File: config.mk
export PLATFORM = sky130hd
export DESIGN_NAME = clkdiv_tree
export DESIGN_NICKNAME = d
export VERILOG_FILES = /design/src/rtl/cdt_pkg.sv /design/src/rtl/cdt_frame_counter.sv /design/src/rtl/cdt_mode_reg.sv /design/src/rtl/cdt_div_lane.sv /design/src/rtl/clkdiv_tree.sv
export SDC_FILE = /design/constraint.sdc
export NUM_CORES = 1
export LEC_CHECK = 0
export BUFFER_PORTS_ARGS = -buffer_cell sky130_fd_sc_hd__buf_4
export CORE_ASPECT_RATIO = 1.25
export CORE_MARGIN = 2
export CORE_UTILIZATION = 35
export CTS_BUF_LIST = sky130_fd_sc_hd__clkbuf_8
export DETAILED_ROUTE_END_ITERATION = 16
export GPL_TIMING_DRIVEN = 0
export SLEW_MARGIN = 10
export SYNTH_ARGS = -nofsm -noshare
export SYNTH_HDL_FRONTEND = slang
export SYNTH_SLANG_ARGS = --single-unit
File: constraint.sdc
create_clock -name clk -period 10.05 [get_ports clk]
set_input_delay 2.01 -clock clk [delete_from_list [all_inputs] [get_ports clk]]
set_output_delay 2.01 -clock clk [all_outputs]
set_load 0.03 [all_outputs]
File: src/rtl/cdt_pkg.sv
package cdt_pkg;

  localparam int unsigned FRAME = 96;
  localparam int unsigned CNT_W = $clog2(FRAME);
  localparam int unsigned NGRP  = 7;

  localparam int GI_CPU  = 0;
  localparam int GI_HALF = 1;
  localparam int GI_MID  = 2;
  localparam int GI_PCI  = 3;
  localparam int GI_APIC = 4;
  localparam int GI_USB  = 5;
  localparam int GI_REF  = 6;

  localparam int SEL_FAST = 0;
  localparam int SEL_SLOW = 1;
  localparam int SEL_TEST = 2;

  typedef enum logic [1:0] {
    MD_OFF  = 2'd0,
    MD_TEST = 2'd1,
    MD_RUN  = 2'd2
  } mode_e;

  typedef struct packed {
    mode_e mode;
    logic  fast;
    logic  usb_on;
    logic  invalid;
    logic  centre;
    logic  down;
  } cfg_t;

  // Select pins to configuration.
  function automatic cfg_t decode_select(input logic fs, input logic s1,
                                         input logic s0, input logic spread_n);
    cfg_t c;
    c = '0;
    if (s1) begin
      c.mode   = MD_RUN;
      c.fast   = fs;
      c.usb_on = s0;
    end else if (fs && !s0) begin
      c.mode   = MD_TEST;
      c.usb_on = 1'b1;
    end else if (s0) begin
      c.invalid = 1'b1;
    end
    c.centre = !spread_n && !s1 && s0;
    c.down   = !spread_n && s1;
    return c;
  endfunction

  // Period in master cycles; 0 means the lane is not divided in that mode.
  function automatic int unsigned period_of(input int g, input int sel);
    int unsigned p;
    p = 0;
    case (sel)
      SEL_FAST: case (g)
        GI_CPU: p = 6;  GI_HALF: p = 12; GI_MID: p = 12;
        GI_PCI: p = 24; GI_APIC: p = 48; default: p = 0;
      endcase
      SEL_SLOW: case (g)
        GI_CPU: p = 8;  GI_HALF: p = 16; GI_MID: p = 12;
        GI_PCI: p = 24; GI_APIC: p = 48; default: p = 0;
      endcase
      default: case (g)
        GI_REF: p = 2;  GI_CPU: p = 4;  GI_USB: p = 4;
        GI_HALF: p = 8; GI_MID: p = 8;  GI_PCI: p = 16;
        GI_APIC: p = 32; default: p = 0;
      endcase
    endcase
    return p;
  endfunction

  // Rising-edge offset, fixing CPU -> 66 MHz -> PCI order.
  function automatic int unsigned offset_of(input int g);
    int unsigned d;
    case (g)
      GI_MID, GI_APIC: d = 1;
      GI_PCI:          d = 2;
      default:         d = 0;
    endcase
    return d;
  endfunction

  function automatic logic wave_at(input logic [CNT_W-1:0] n,
                                   input int unsigned per, input int unsigned off);
    int unsigned ph;
    if (per == 0) return 1'b0;
    ph = (32'(n) + FRAME - off) % per;
    return ph < (per / 2);
  endfunction

  function automatic logic group_enabled(input cfg_t c, input int g);
    logic e;
    case (c.mode)
      MD_TEST: e = 1'b1;
      MD_RUN:  e = (g == GI_USB) ? c.usb_on : 1'b1;
      default: e = 1'b0;
    endcase
    return e;
  endfunction

endpackage

File: src/rtl/cdt_frame_counter.sv
module cdt_frame_counter
  import cdt_pkg::*;
(
  input  logic             clk,
  input  logic             rst_n,
  output logic [CNT_W-1:0] cnt,
  output logic             wrap
);

  localparam logic [CNT_W-1:0] LAST = CNT_W'(FRAME - 1);

  assign wrap = (cnt == LAST);

  always_ff @(posedge clk) begin
    if (!rst_n)    cnt <= '0;
    else if (wrap) cnt <= '0;
    else           cnt <= cnt + 1'b1;
  end

  // the frame counter never leaves its range
  p_cnt_in_frame_r9: assert property (@(posedge clk) disable iff (!rst_n)
    cnt <= LAST);

endmodule

File: src/rtl/cdt_mode_reg.sv
module cdt_mode_reg
  import cdt_pkg::*;
(
  input  logic clk,
  input  logic rst_n,
  input  logic wrap,
  input  logic freq_sel,
  input  logic sel_b1,
  input  logic sel_b0,
  input  logic spread_n,
  output cfg_t cfg_q
);

  cfg_t cfg_d;

  assign cfg_d = decode_select(freq_sel, sel_b1, sel_b0, spread_n);

  always_ff @(posedge clk) begin
    if (!rst_n)    cfg_q <= '0;
    else if (wrap) cfg_q <= cfg_d;
  end

  // configuration moves only on the wrap edge
  p_cfg_at_wrap_r9: assert property (@(posedge clk) disable iff (!rst_n)
    (cfg_q != $past(cfg_q)) |-> $past(wrap));

endmodule

File: src/rtl/cdt_div_lane.sv
module cdt_div_lane
  import cdt_pkg::*;
#(
  parameter int unsigned P_FAST = 6,
  parameter int unsigned P_SLOW = 8,
  parameter int unsigned P_TEST = 4,
  parameter int unsigned OFFS   = 0
) (
  input  logic             clk,
  input  logic             rst_n,
  input  logic [CNT_W-1:0] cnt,
  input  mode_e            mode,
  input  logic             fast,
  output logic             q
);

  logic w_fast, w_slow, w_test, nxt;

  assign w_fast = wave_at(cnt, P_FAST, OFFS);
  assign w_slow = wave_at(cnt, P_SLOW, OFFS);
  assign w_test = wave_at(cnt, P_TEST, OFFS);

  always_comb begin
    case (mode)
      MD_RUN:  nxt = fast ? w_fast : w_slow;
      MD_TEST: nxt = w_test;
      default: nxt = 1'b0;
    endcase
  end

  always_ff @(posedge clk) begin
    if (!rst_n) q <= 1'b0;
    else        q <= nxt;
  end

  // a lane stays low after a cycle spent in the dark mode
  p_lane_quiet_off_r2: assert property (@(posedge clk) disable iff (!rst_n)
    ($past(mode) == MD_OFF) |-> !q);

endmodule

File: src/rtl/clkdiv_tree.sv
module clkdiv_tree #(
  parameter int CPU_N  = 4,
  parameter int HALF_N = 2,
  parameter int MID_N  = 4,
  parameter int PCI_N  = 7,
  parameter int APIC_N = 3,
  parameter int REF_N  = 2
) (
  input  logic              clk,
  input  logic              rst_n,
  input  logic              freq_sel,
  input  logic              sel_b1,
  input  logic              sel_b0,
  input  logic              spread_n,
  input  logic              ref_src,
  input  logic              usb_src,
  output logic [CPU_N-1:0]  cpu_clk,
  output logic [CPU_N-1:0]  cpu_oe,
  output logic [HALF_N-1:0] half_clk,
  output logic [HALF_N-1:0] half_oe,
  output logic [MID_N-1:0]  mid_clk,
  output logic [MID_N-1:0]  mid_oe,
  output logic [PCI_N-1:0]  pci_clk,
  output logic [PCI_N-1:0]  pci_oe,
  output logic [APIC_N-1:0] apic_clk,
  output logic [APIC_N-1:0] apic_oe,
  output logic              usb_clk,
  output logic              usb_oe,
  output logic [REF_N-1:0]  ref_clk,
  output logic [REF_N-1:0]  ref_oe,
  output logic              usb_pll_en,
  output logic              spread_centre,
  output logic              spread_down,
  output logic              mode_invalid
);

  import cdt_pkg::*;

  logic [CNT_W-1:0] cnt;
  logic             wrap;
  cfg_t             cfg_q;
  logic [NGRP-1:0]  lane_q;
  logic [NGRP-1:0]  oe_q;
  logic             tst_q, pll_q, ctr_q, dn_q, inv_q;
  logic             ref_pick, usb_pick;

  cdt_frame_counter u_cnt (
    .clk   (clk),
    .rst_n (rst_n),
    .cnt   (cnt),
    .wrap  (wrap)
  );

  cdt_mode_reg u_mode (
    .clk      (clk),
    .rst_n    (rst_n),
    .wrap     (wrap),
    .freq_sel (freq_sel),
    .sel_b1   (sel_b1),
    .sel_b0   (sel_b0),
    .spread_n (spread_n),
    .cfg_q    (cfg_q)
  );

  for (genvar g = 0; g < NGRP; g++) begin : g_lane
    cdt_div_lane #(
      .P_FAST (period_of(g, SEL_FAST)),
      .P_SLOW (period_of(g, SEL_SLOW)),
      .P_TEST (period_of(g, SEL_TEST)),
      .OFFS   (offset_of(g))
    ) u_lane (
      .clk   (clk),
      .rst_n (rst_n),
      .cnt   (cnt),
      .mode  (cfg_q.mode),
      .fast  (cfg_q.fast),
      .q     (lane_q[g])
    );
  end

  // Enable and flag stage, aligned with the lane registers.
  always_ff @(posedge clk) begin
    if (!rst_n) begin
      oe_q  <= '0;
      tst_q <= 1'b0;
      pll_q <= 1'b0;
      ctr_q <= 1'b0;
      dn_q  <= 1'b0;
      inv_q <= 1'b0;
    end else begin
      for (int g = 0; g < NGRP; g++) oe_q[g] <= group_enabled(cfg_q, g);
      tst_q <= (cfg_q.mode == MD_TEST);
      pll_q <= cfg_q.usb_on;
      ctr_q <= cfg_q.centre;
      dn_q  <= cfg_q.down;
      inv_q <= cfg_q.invalid;
    end
  end

  assign ref_pick = tst_q ? lane_q[GI_REF] : ref_src;
  assign usb_pick = tst_q ? lane_q[GI_USB] : usb_src;

  assign cpu_clk  = {CPU_N{lane_q[GI_CPU] & oe_q[GI_CPU]}};
  assign cpu_oe   = {CPU_N{oe_q[GI_CPU]}};
  assign half_clk = {HALF_N{lane_q[GI_HALF] & oe_q[GI_HALF]}};
  assign half_oe  = {HALF_N{oe_q[GI_HALF]}};
  assign mid_clk  = {MID_N{lane_q[GI_MID] & oe_q[GI_MID]}};
  assign mid_oe   = {MID_N{oe_q[GI_MID]}};
  assign pci_clk  = {PCI_N{lane_q[GI_PCI] & oe_q[GI_PCI]}};
  assign pci_oe   = {PCI_N{oe_q[GI_PCI]}};
  assign apic_clk = {APIC_N{lane_q[GI_APIC] & oe_q[GI_APIC]}};
  assign apic_oe  = {APIC_N{oe_q[GI_APIC]}};
  assign usb_clk  = usb_pick & oe_q[GI_USB];
  assign usb_oe   = oe_q[GI_USB];
  assign ref_clk  = {REF_N{ref_pick & oe_q[GI_REF]}};
  assign ref_oe   = {REF_N{oe_q[GI_REF]}};

  assign usb_pll_en    = pll_q;
  assign spread_centre = ctr_q;
  assign spread_down   = dn_q;
  assign mode_invalid  = inv_q;

  // a PCI rising edge follows a 66 MHz rising edge by one cycle
  p_pci_trails_mid_r7: assert property (@(posedge clk) disable iff (!rst_n)
    $rose(lane_q[GI_PCI]) |-> $past($rose(lane_q[GI_MID])));

  // a PCI rising edge follows a CPU rising edge by two cycles
  p_pci_trails_cpu_r7: assert property (@(posedge clk) disable iff (!rst_n)
    $rose(lane_q[GI_PCI]) |-> $past($rose(lane_q[GI_CPU]), 2));

  // a reserved code leaves every pad undriven
  p_invalid_dark_r4: assert property (@(posedge clk) disable iff (!rst_n)
    inv_q |-> (oe_q == '0));

  // centre and down spread are exclusive
  p_spread_onehot_r8: assert property (@(posedge clk) disable iff (!rst_n)
    $onehot0({ctr_q, dn_q}));

endmodule

==> metrics, run 1 <==
status complete, no violations; register area roughly 560 sq um; total grt overflow 0; P_leak between 0.0015 and 0.002 uW; Starting Density 36.1%; CTS Sinks 28; syn nets slightly above 600; ys async rst share 0%; Worst IR Drop VDD about 0.000048 V; Setup Fix Bufs, Post-CTS 0; DP HPWL 10,400 um; Synth Register Bits 28; fmax 156 MHz; first drt pass iteration count 5; Area contributors post-synth dfxtp_1 13%, buf_4 6.8%, xnor2_1 5.2%, nand2_1 4.6%, o21ai_0 4.5%; CP dominant cell by count buf_2; hold crit path type reg2reg; initial antenna violation count 0; CP Cell Sequence buf_2 > inv_1 > buf_2 > ha_1 > buf_2 > clkinv_1 > ha_1 > nand2b_1 > or3_4 > and3_1 > buf_2 > nor3_1 > a2111o_1 > nor3_1 > nor4_1 > a2bb2oi_1 > nor4bb_1 > or4_1 > o41ai_2; critical path class reg2reg; footprint of the multi-input gates 3150 sq um; Syn Std Cell Area around 4200 sq um; syn_area_per_cell about 7.1 sq um; Worst Tran Pin Value 0.842 ns; Worst Skew 0.00490 ns; Rows 44; Routed WL roughly 13,000 um; CTS tree done; Placed Instance Area ~4800 sq um; most numerous cell in the Yosys netlist nand2_1; Slowest-stage cell, CP nor4_1; GRT Overall Usage about a fifth; clk buf depth 2; WL per Instance about 17 um; full die area between 10,000 and 15,000 sq um; Final Cell Area between 4000 and 5000 sq um; Critical Path Start Type register; fin crit period between 6 and 7 ns; global-route wire length before repair approximately 21,000 um; ys flop type dfxtp_1; Setup violations, final 0; vias in the first global route 4,413; Root Driver clkbuf_8; GP Congestion approximately 0.96; post-synthesis sequential area ratio 13.3%; Commonest cells post-synth 52 x nand2_1, 47 x nor2_1, 38 x buf_4, 38 x o21ai_0, 32 x a21oi_1; die width between 100 and 150 um; routed vias about 4,700; Ports 58; vias per cell around 5.8; Setup crit end kind register; Buffers on Ports 57; Antenna diodes 0; Max Slew Vio Count 0; CP max FO 11; share of cells above drive strength 1 roughly 23%; Clock Latency Late Sink 0.27 ns; DRC viols 0; Slew HR a little over two fifths; H-Tree Depth 1; Req. time, crit path 10.23 ns; Num CTS Buffers 3; Fin. Hold Viols 0; RSZ-0062 raised after global routing false; CTS Hold Buffers Added 0; Yosys Warn Count 0; Die Y around 130 um; Max Cap Viol 0; Worst path max stage delay ~0.7 ns; library cells used by synthesis just under 90; Setup TNS 0 ns; Initial DRC Count about 340; PD cells 56.1 nW/um^2; largest net degree at the start of global routing 29; clock input transition at the sequential cells of the worst setup and hold paths 0.10 ns; Final ANT Viol Nets 0; Placeable Area approximately 12,000 sq um; Mapped Cells a little under 600; FILL cells around 1,200; area delta synth->final 16.6%; area leader, netlist dfxtp_1; nets@finish 675; EDFF count, synth 0; post-synth top area share a little over an eighth; post-route clock period utilization between 60 and 70%; final core occ 42.1%; Post-CTS Resized 0; CP Data Arrival Time roughly 6.6 ns
-- placed cells by master, fill, tap and decap left out, types with 4 or more instances in the layout --
cell type	count
and3_1	9
o31ai_1	8
and2_1	14
dfxtp_1	28
nand2_1	52
buf_2	8
buf_4	95
o21a_1	9
nand4_1	4
xnor2_1	25
nor2b_1	9
clkbuf_1	16
inv_1	17
o21ai_1	5
mux2i_1	5
a21boi_0	5
o2111ai_1	4
ha_1	15
or3_1	6
o211ai_1	11
nand3_1	23
buf_1	5
a31oi_1	11
nor2_1	47
nand2b_1	6
nor3b_1	5
o22ai_1	8
o21ai_0	38
or2_2	6
a21oi_1	32
nor3_1	24
-- cell families (layout without fill, tap and decap cells) --
kind of cell / count (synthesis) / after routing / synth area share, %
adder cells (fa/ha/maj): 15 / 15 / 4.46
XOR/XNOR: 28 / 28 / 5.83
AND/OR/NAND/NOR: 227 / 227 / 28.2
multiplexers: 7 / 7 / 2.05
flip-flops: 28 / 28 / 13.3
buffers and inverters: 88 / 149 / 11.8
AO/OA/AOI/OAI: 197 / 197 / 34.4
-- layer usage --
| metal | track usage (%) | part of all wire [%] |
|---|---|---|
| met1 | 24.0 | 41 |
| met2 | 35.8 | 49 |
| met3 | 1.82 | 5.4 |
| met4 | 8.39 | 4.5 |
| met5 | 0 | 0 |
-- metrics by stage --
| stage | hold slack (ns) | cells | worst slack [ns] | power [uW] |
|---|---|---|---|---|
| 3_5_place_dp | 0.448 | 808 | 3.77 | 188 |
| 4_1_cts | 0.472 | 812 | 3.71 | 276 |
| 3_3_place_gp | 0.443 | 808 | 3.79 | 186 |
| 5_1_grt | 0.500 | 812 | 3.32 | 290 |
| 6_report | 0.467 | 812 | 3.66 | 276 |
| 2_1_floorplan | 0.430 | 590 | 4.84 | 170 |
-- final cells by class --
cell class	count	share of cell area, %
multi-input combinational	474	64.2
sequential	28	11.4
timing repair buffer	57	8.72
buffer	69	8.69
tap	161	4.10
inverter	19	1.45
clock buffer	3	0.841
clock inverter	1	0.612
-- path summary, 6_finish.rpt --
path	startpoint	to	slack, ns	cells past startpoint
worst min-delay path	u_mode.cfg_q[1]$_SDFFE_PN0P_	spread_centre$_SDFF_PN0_	0.47	1
worst min register to register	u_mode.cfg_q[1]$_SDFFE_PN0P_	spread_centre$_SDFF_PN0_	0.47	1
worst max-delay path	u_cnt.cnt[5]$_SDFF_PP0_	g_lane[0].u_lane.q$_SDFF_PN0_	3.66	19
worst max register to register	u_cnt.cnt[5]$_SDFF_PP0_	g_lane[0].u_lane.q$_SDFF_PN0_	3.66	19
-- registers in the layout, indices dropped and copies added, names as in the netlist --
signal / count
mode_invalid: 1
g_lane.u_lane.q: 7
tst_q: 1
spread_down: 1
oe_q: 2
u_mode.cfg_q: 7
usb_pll_en: 1
u_cnt.cnt: 7
spread_centre: 1
-- report_power, final --
group / internal, uW / switching, uW
clock network: 53.3 / 34.9
registers: 112 / 2.73
logic: 27.3 / 45.6
-- worst max-delay path: cells and delay by family, from the launching register on --
family	cells	cell delay [ns]
compound gates	3	0.93
flops	1	0.48
simple gates	8	2.70
fa+ha+maj	2	0.79
buf+inv	6	1.39
Note: power is estimated with default switching activity, not from simulation.
==> inputs of run 2 (changes only) <==
ABC_AREA = 1   (was not set)
clock period = 6.4 ns   (was 10.05 ns; I/O delays follow)
==> metrics, run 2 <==
area leader, netlist dfxtp_1; sw frac 27.6%; Syn Std Cell Area between 3000 and 4000 sq um; Worst path max stage delay about 0.40 ns; full die area between 10,000 and 15,000 sq um; Starting Density between 30% and 40%; Root Driver clkbuf_8; H-Tree Depth 1; initial antenna violation count 0; most frequent cells in the layout 147 x nand2_1, 96 x buf_4, 81 x inv_1, 56 x nor2_1, 43 x nand3_1; Critical Path Start Type register; Setup crit start u_cnt.cnt[5]$_SDFF_PP0_; PD cells between 90 and 100 nW/um^2; Clock Power Share roughly a third; Setup Fix Bufs, Post-CTS 0; GP Congestion approximately 0.85; Yosys Warn Count 0; Antenna diodes 0; Initial DRC Count 79; GRT Overall Usage around 15%; hold crit path type reg2reg; Worst Setup EP g_lane[0].u_lane.q$_SDFF_PN0_; reg2reg end g_lane[0].u_lane.q$_SDFF_PN0_; Routed WL 8720 um; first drt pass iteration count 4; ys async rst share 0%; Worst path depth 35; Worst Reg2Reg Path Length in Cells 35; Combinational Power Share a little over a fifth; syn nets 616; Final ANT Viol Nets 0; Buffers on Ports 57; Max Slew Vio Count 0; share of cells above drive strength 1 ~28%; status complete, no violations; placed insts approximately 780; clk buf depth 2; Final Cell Area between 4000 and 5000 sq um; Worst IR Drop VDD between 0.00015 and 0.0002 V; DP HPWL about 7300 um; Ports just under 60; fin crit period about 5.5 ns; internal power slightly below 300 uW; ys flop type dfxtp_1; largest registers g_lane.u_lane.q x7, u_cnt.cnt x7, u_mode.cfg_q x7; CP dominant cell by count nand2_1; post-synthesis sequential area ratio between 15 and 20%; Max Cap Viol 0; final non-filler cell total roughly 800; Setup TNS 0 ns; Placed Instance Area roughly 4300 sq um; post-synth top area share between 10% and 20%; CTS Sinks 28; routed vias between 3,000 and 4,000; Commonest cells post-synth 147 x nand2_1, 81 x inv_1, 56 x nor2_1; CTS tree done; Setup violations, final 0; post-route clock period utilization between 80 and 90%; EDFF count, synth 0; Rows 42; Mapped Cells between 500 and 600; hold_sp u_mode.cfg_q[1]$_SDFFE_PN0P_; Req. time, crit path 6.61 ns; CTS Hold Buffers Added 0; area delta synth->final 17.8%; Reg power frac between 40 and 50%; vias per cell roughly 4.7; Area contributors post-synth dfxtp_1 15%, nand2_1 15%, inv_1 8.2%, buf_4 7.9%, nand3_1 5.8%; DRC viols 0; critical path class reg2reg; Setup crit end kind register; Post-CTS Resized 0; most numerous cell in the Yosys netlist nand2_1; library cells used by synthesis between 40 and 50; worst r2r src u_cnt.cnt[5]$_SDFF_PP0_; CP max FO 10; clock input transition at the sequential cells of the worst setup and hold paths about 0.09 ns; fmax around 180 MHz; commonest non-fill, non-tap cell in the layout nand2_1; Slowest-stage cell, CP dfxtp_1; P_leak between 0.002 and 0.0025 uW; die width 96.3 um; CP Data Arrival Time between 5 and 6 ns; Fin. Hold Viols 0; Slew HR 44.3%; WP buf/inv 4; nets@finish 678; vias in the first global route approximately 3,500; Num CTS Buffers 3; global-route wire length before repair about 15,000 um; Clock Latency Late Sink between 0.2 and 0.3 ns; Worst Tran Pin Value 0.834 ns; total grt overflow 0; flop2flop setup slack 0.93 ns; Die Y approximately 120 um; Synth Register Bits 28; FILL cells between 1,000 and 1,500; syn_area_per_cell 6.29 sq um; WL per Instance 11.1 um; Placeable Area 10,500 sq um; largest net degree at the start of global routing 29; RSZ-0062 raised after global routing false; Worst Skew about 0.0026 ns; Sw Pwr 110 uW; Top Family by Delay on Critical Path simple AND/OR/NAND/NOR gates
-- run 2: cell types whose count changed after synthesis, moves of 10 or more --
cell      change
a21oi_1      -17
nand2_2      +25
nand2_1      +95
o21ai_0      -17
inv_1        +64
nand3_2      +10
xor2_1       +13
xnor2_1      -22
clkbuf_1     -14
and2_1       -13
nor3_1       -21
nand3_1      +20
-- run 2: worst register-to-register path: cells and delay by family, from the launching register on --
kind / cells / cell delay (ns)
AO/OA/AOI/OAI: 2 / 0.32
adder cells (fa/ha/maj): 3 / 0.77
buffers and inverters: 4 / 0.59
flip-flops: 1 / 0.40
AND/OR/NAND/NOR: 26 / 3.32
-- run 2: final cells by class --
class	count	area, sq um	share of cell area (%)
well taps	132	165	3.76
flip-flops and latches	28	561	12.8
clock buffers	3	41.3	0.941
multi-input cells	429	2470	56.3
inverters	90	348	7.92
clock inverters	1	30.0	0.684
repair buffers	57	428	9.75
plain buffers	45	345	7.87
-- run 2: worst min path at each step --
stage / slack [ns] / end / cells after the start
6_report: 0.43 / spread_centre$_SDFF_PN0_ / 2
5_1_grt: 0.45 / spread_centre$_SDFF_PN0_ / 2
4_1_cts: 0.44 / spread_down$_SDFF_PN0_ / 2
3_5_place_dp: 0.42 / spread_centre$_SDFF_PN0_ / 2
3_3_place_gp: 0.42 / spread_centre$_SDFF_PN0_ / 2
2_1_floorplan: 0.41 / mode_invalid$_SDFF_PN0_ / 2
-- run 2: logic make-up (layout without fill, tap and decap cells) --
kind of cell	count (synthesis)	count (layout)	synth area share [%]
AO/OA/AOI/OAI	59	59	9.47
XOR/XNOR	19	19	4.47
AND/OR/NAND/NOR	335	335	47.0
flip-flops	28	28	15.0
buffers and inverters	135	196	18.6
adder cells (fa/ha/maj)	16	16	5.37
-- run 2: power groups by stage --
stage	clock network [uW]	logic (uW)	registers [uW]
final	136	85.1	180
after floorplan	0	65.3	182
after global placement	0	82.8	184
after detailed placement	0	85.3	184
after global routing	147	99.1	180
after CTS	139	85.7	180
-- run 2: routing by layer --
| metal | track usage (%) | routed length [um] | vias up |
|---|---|---|---|
| li1 | - | - | 1963 |
| met1 | 17.9 | 3740 | 1664 |
| met2 | 29.9 | 4770 | 26 |
| met3 | 0.949 | 109 | 8 |
| met4 | 2.86 | 97 | 0 |
| met5 | 0 | 0 | - |
-- run 2: stage by stage --
stage | hold WS (ns) | utilization [%] | total power (uW) | setup slack, ns
after floorplan | 0.408 | - | 247 | 1.72
after global placement | 0.422 | 41.3 | 266 | 1.00
after detailed placement | 0.424 | 41.3 | 269 | 0.944
after CTS | 0.438 | 42.0 | 404 | 0.903
after global routing | 0.448 | 42.0 | 426 | 0.376
final | 0.433 | 42.0 | 400 | 0.929
==> inputs of run 3 (changes only) <==
CORE_ASPECT_RATIO = 1.1   (was 1.25)
==> metrics, run 3 (synthesis gave the netlist of run 2 again) <==
RSZ-0062 raised after global routing false; clock input transition at the sequential cells of the worst setup and hold paths ~0.1 ns; CTS Hold Buffers Added 0; critical path class reg2reg; Initial DRC Count approximately 120; status complete, no violations; DP HPWL ~7300 um; WL per Instance 11.0 um; Slowest-stage cell, CP dfxtp_1; clk buf depth 2; vias per cell approximately 4.6; Req. time, crit path around 6.6 ns; Num CTS Buffers 3; Buffers on Ports between 50 and 60; largest net degree at the start of global routing 29; Setup Fix Bufs, Post-CTS 0; fin crit period 5.43 ns; Setup crit end kind register; Clock Latency Late Sink 0.28 ns; full die area between 10,000 and 15,000 sq um; GP Congestion around 0.87; final core occ 42.4%; CTS Sinks 28; Slew HR 43.4%; Fin. Hold Viols 0; nets@finish about 680; die width around 100 um; Max Cap Viol 0; post-route clock period utilization between 80% and 90%; vias in the first global route around 3,500; DRC viols 0; Setup TNS 0 ns; Post-CTS Resized 0; P_leak ~0.0025 uW; Worst Skew 0.0109 ns; commonest non-fill, non-tap cell in the layout nand2_1; Antenna diodes 0; CTS tree done; area delta synth->final 18.2%; Routed WL approximately 8700 um; share of cells above drive strength 1 roughly 28%; Final ANT Viol Nets 0; routed vias 3,657; CP max FO 10; CP Data Arrival Time about 5.6 ns; Worst IR Drop VDD between 0.00015 and 0.0002 V; first drt pass iteration count 4; CP dominant cell by count nand2_1; Root Driver clkbuf_8; H-Tree Depth 1; Critical Path Start Type register; most frequent cells in the layout 147 x nand2_1, 96 x buf_4, 81 x inv_1, 56 x nor2_1, 43 x nand3_1; largest registers g_lane.u_lane.q x7, u_cnt.cnt x7, u_mode.cfg_q x7; PD cells 92.4 nW/um^2; Rows 39; FILL cells about 1,100; Worst Tran Pin Value ~0.85 ns; hold crit path type reg2reg; Ports 58; initial antenna violation count 0; fmax roughly 180 MHz; global-route wire length before repair approximately 15,000 um; Worst path max stage delay 0.40 ns; GRT Overall Usage 15.8%; Setup violations, final 0; Starting Density 35.8%; Max Slew Vio Count 0; total grt overflow 0; Placeable Area a little over 10,000 sq um; Die Y around 110 um
[run 3: through the flow]
stage / power [uW] / area [sq um] / hold WS [ns] / setup slack (ns) / cells
floorplan: 247 / 3720 / 0.408 / 1.72 / 592
CTS: 410 / 4400 / 0.439 / 0.913 / 796
detailed placement: 271 / 4330 / 0.423 / 0.967 / 792
global placement: 267 / 4330 / 0.417 / 1.02 / 792
global route: 432 / 4400 / 0.477 / 0.346 / 796
finish: 407 / 4400 / 0.433 / 0.970 / 796
[run 3: power by group]
group | leakage (uW) | switching, uW | total (uW) | internal [uW]
Combinational | 0.00222 | 56.3 | 87.1 | 30.8
Clock | 0.0000357 | 55.9 | 140 | 83.8
Sequential | 0.000226 | 4.21 | 180 | 176
[run 3: layout make-up]
| cell class | count | area [sq um] | share of cell area [%] |
|---|---|---|---|
| Inverter | 90 | 348 | 7.90 |
| Clock buffer | 3 | 41.3 | 0.938 |
| Multi-Input combinational cell | 429 | 2470 | 56.1 |
| Clock inverter | 1 | 30.0 | 0.682 |
| Sequential cell | 28 | 561 | 12.7 |
| Tap cell | 143 | 179 | 4.06 |
| Timing Repair Buffer | 57 | 428 | 9.72 |
| Buffer | 45 | 345 | 7.84 |
[run 3: final timing paths]
check	start	to	slack, ns	depth (start not counted)
min	u_mode.cfg_q[2]$_SDFFE_PN0P_	mode_invalid$_SDFF_PN0_	0.43	2
max	u_cnt.cnt[5]$_SDFF_PP0_	g_lane[0].u_lane.q$_SDFF_PN0_	0.97	35
max reg2reg	u_cnt.cnt[5]$_SDFF_PP0_	g_lane[0].u_lane.q$_SDFF_PN0_	0.97	35
min reg2reg	u_mode.cfg_q[2]$_SDFFE_PN0P_	mode_invalid$_SDFF_PN0_	0.43	2
[run 3: routing by layer]
layer	track usage (%)	wire length (um)	vias up
li1	-	-	1967
met1	19.4	3940	1657
met2	30.0	4640	25
met3	1.37	100	8
met4	2.58	70	0
met5	0	0	-
[run 3: worst max-delay path, delay by kind of cell (launching register included)]
kind | cells | cell delay [ns]
adder cells (fa/ha/maj) | 3 | 0.76
AO/OA/AOI/OAI | 2 | 0.34
flip-flops | 1 | 0.40
AND/OR/NAND/NOR | 26 | 3.27
buffers and inverters | 4 | 0.60
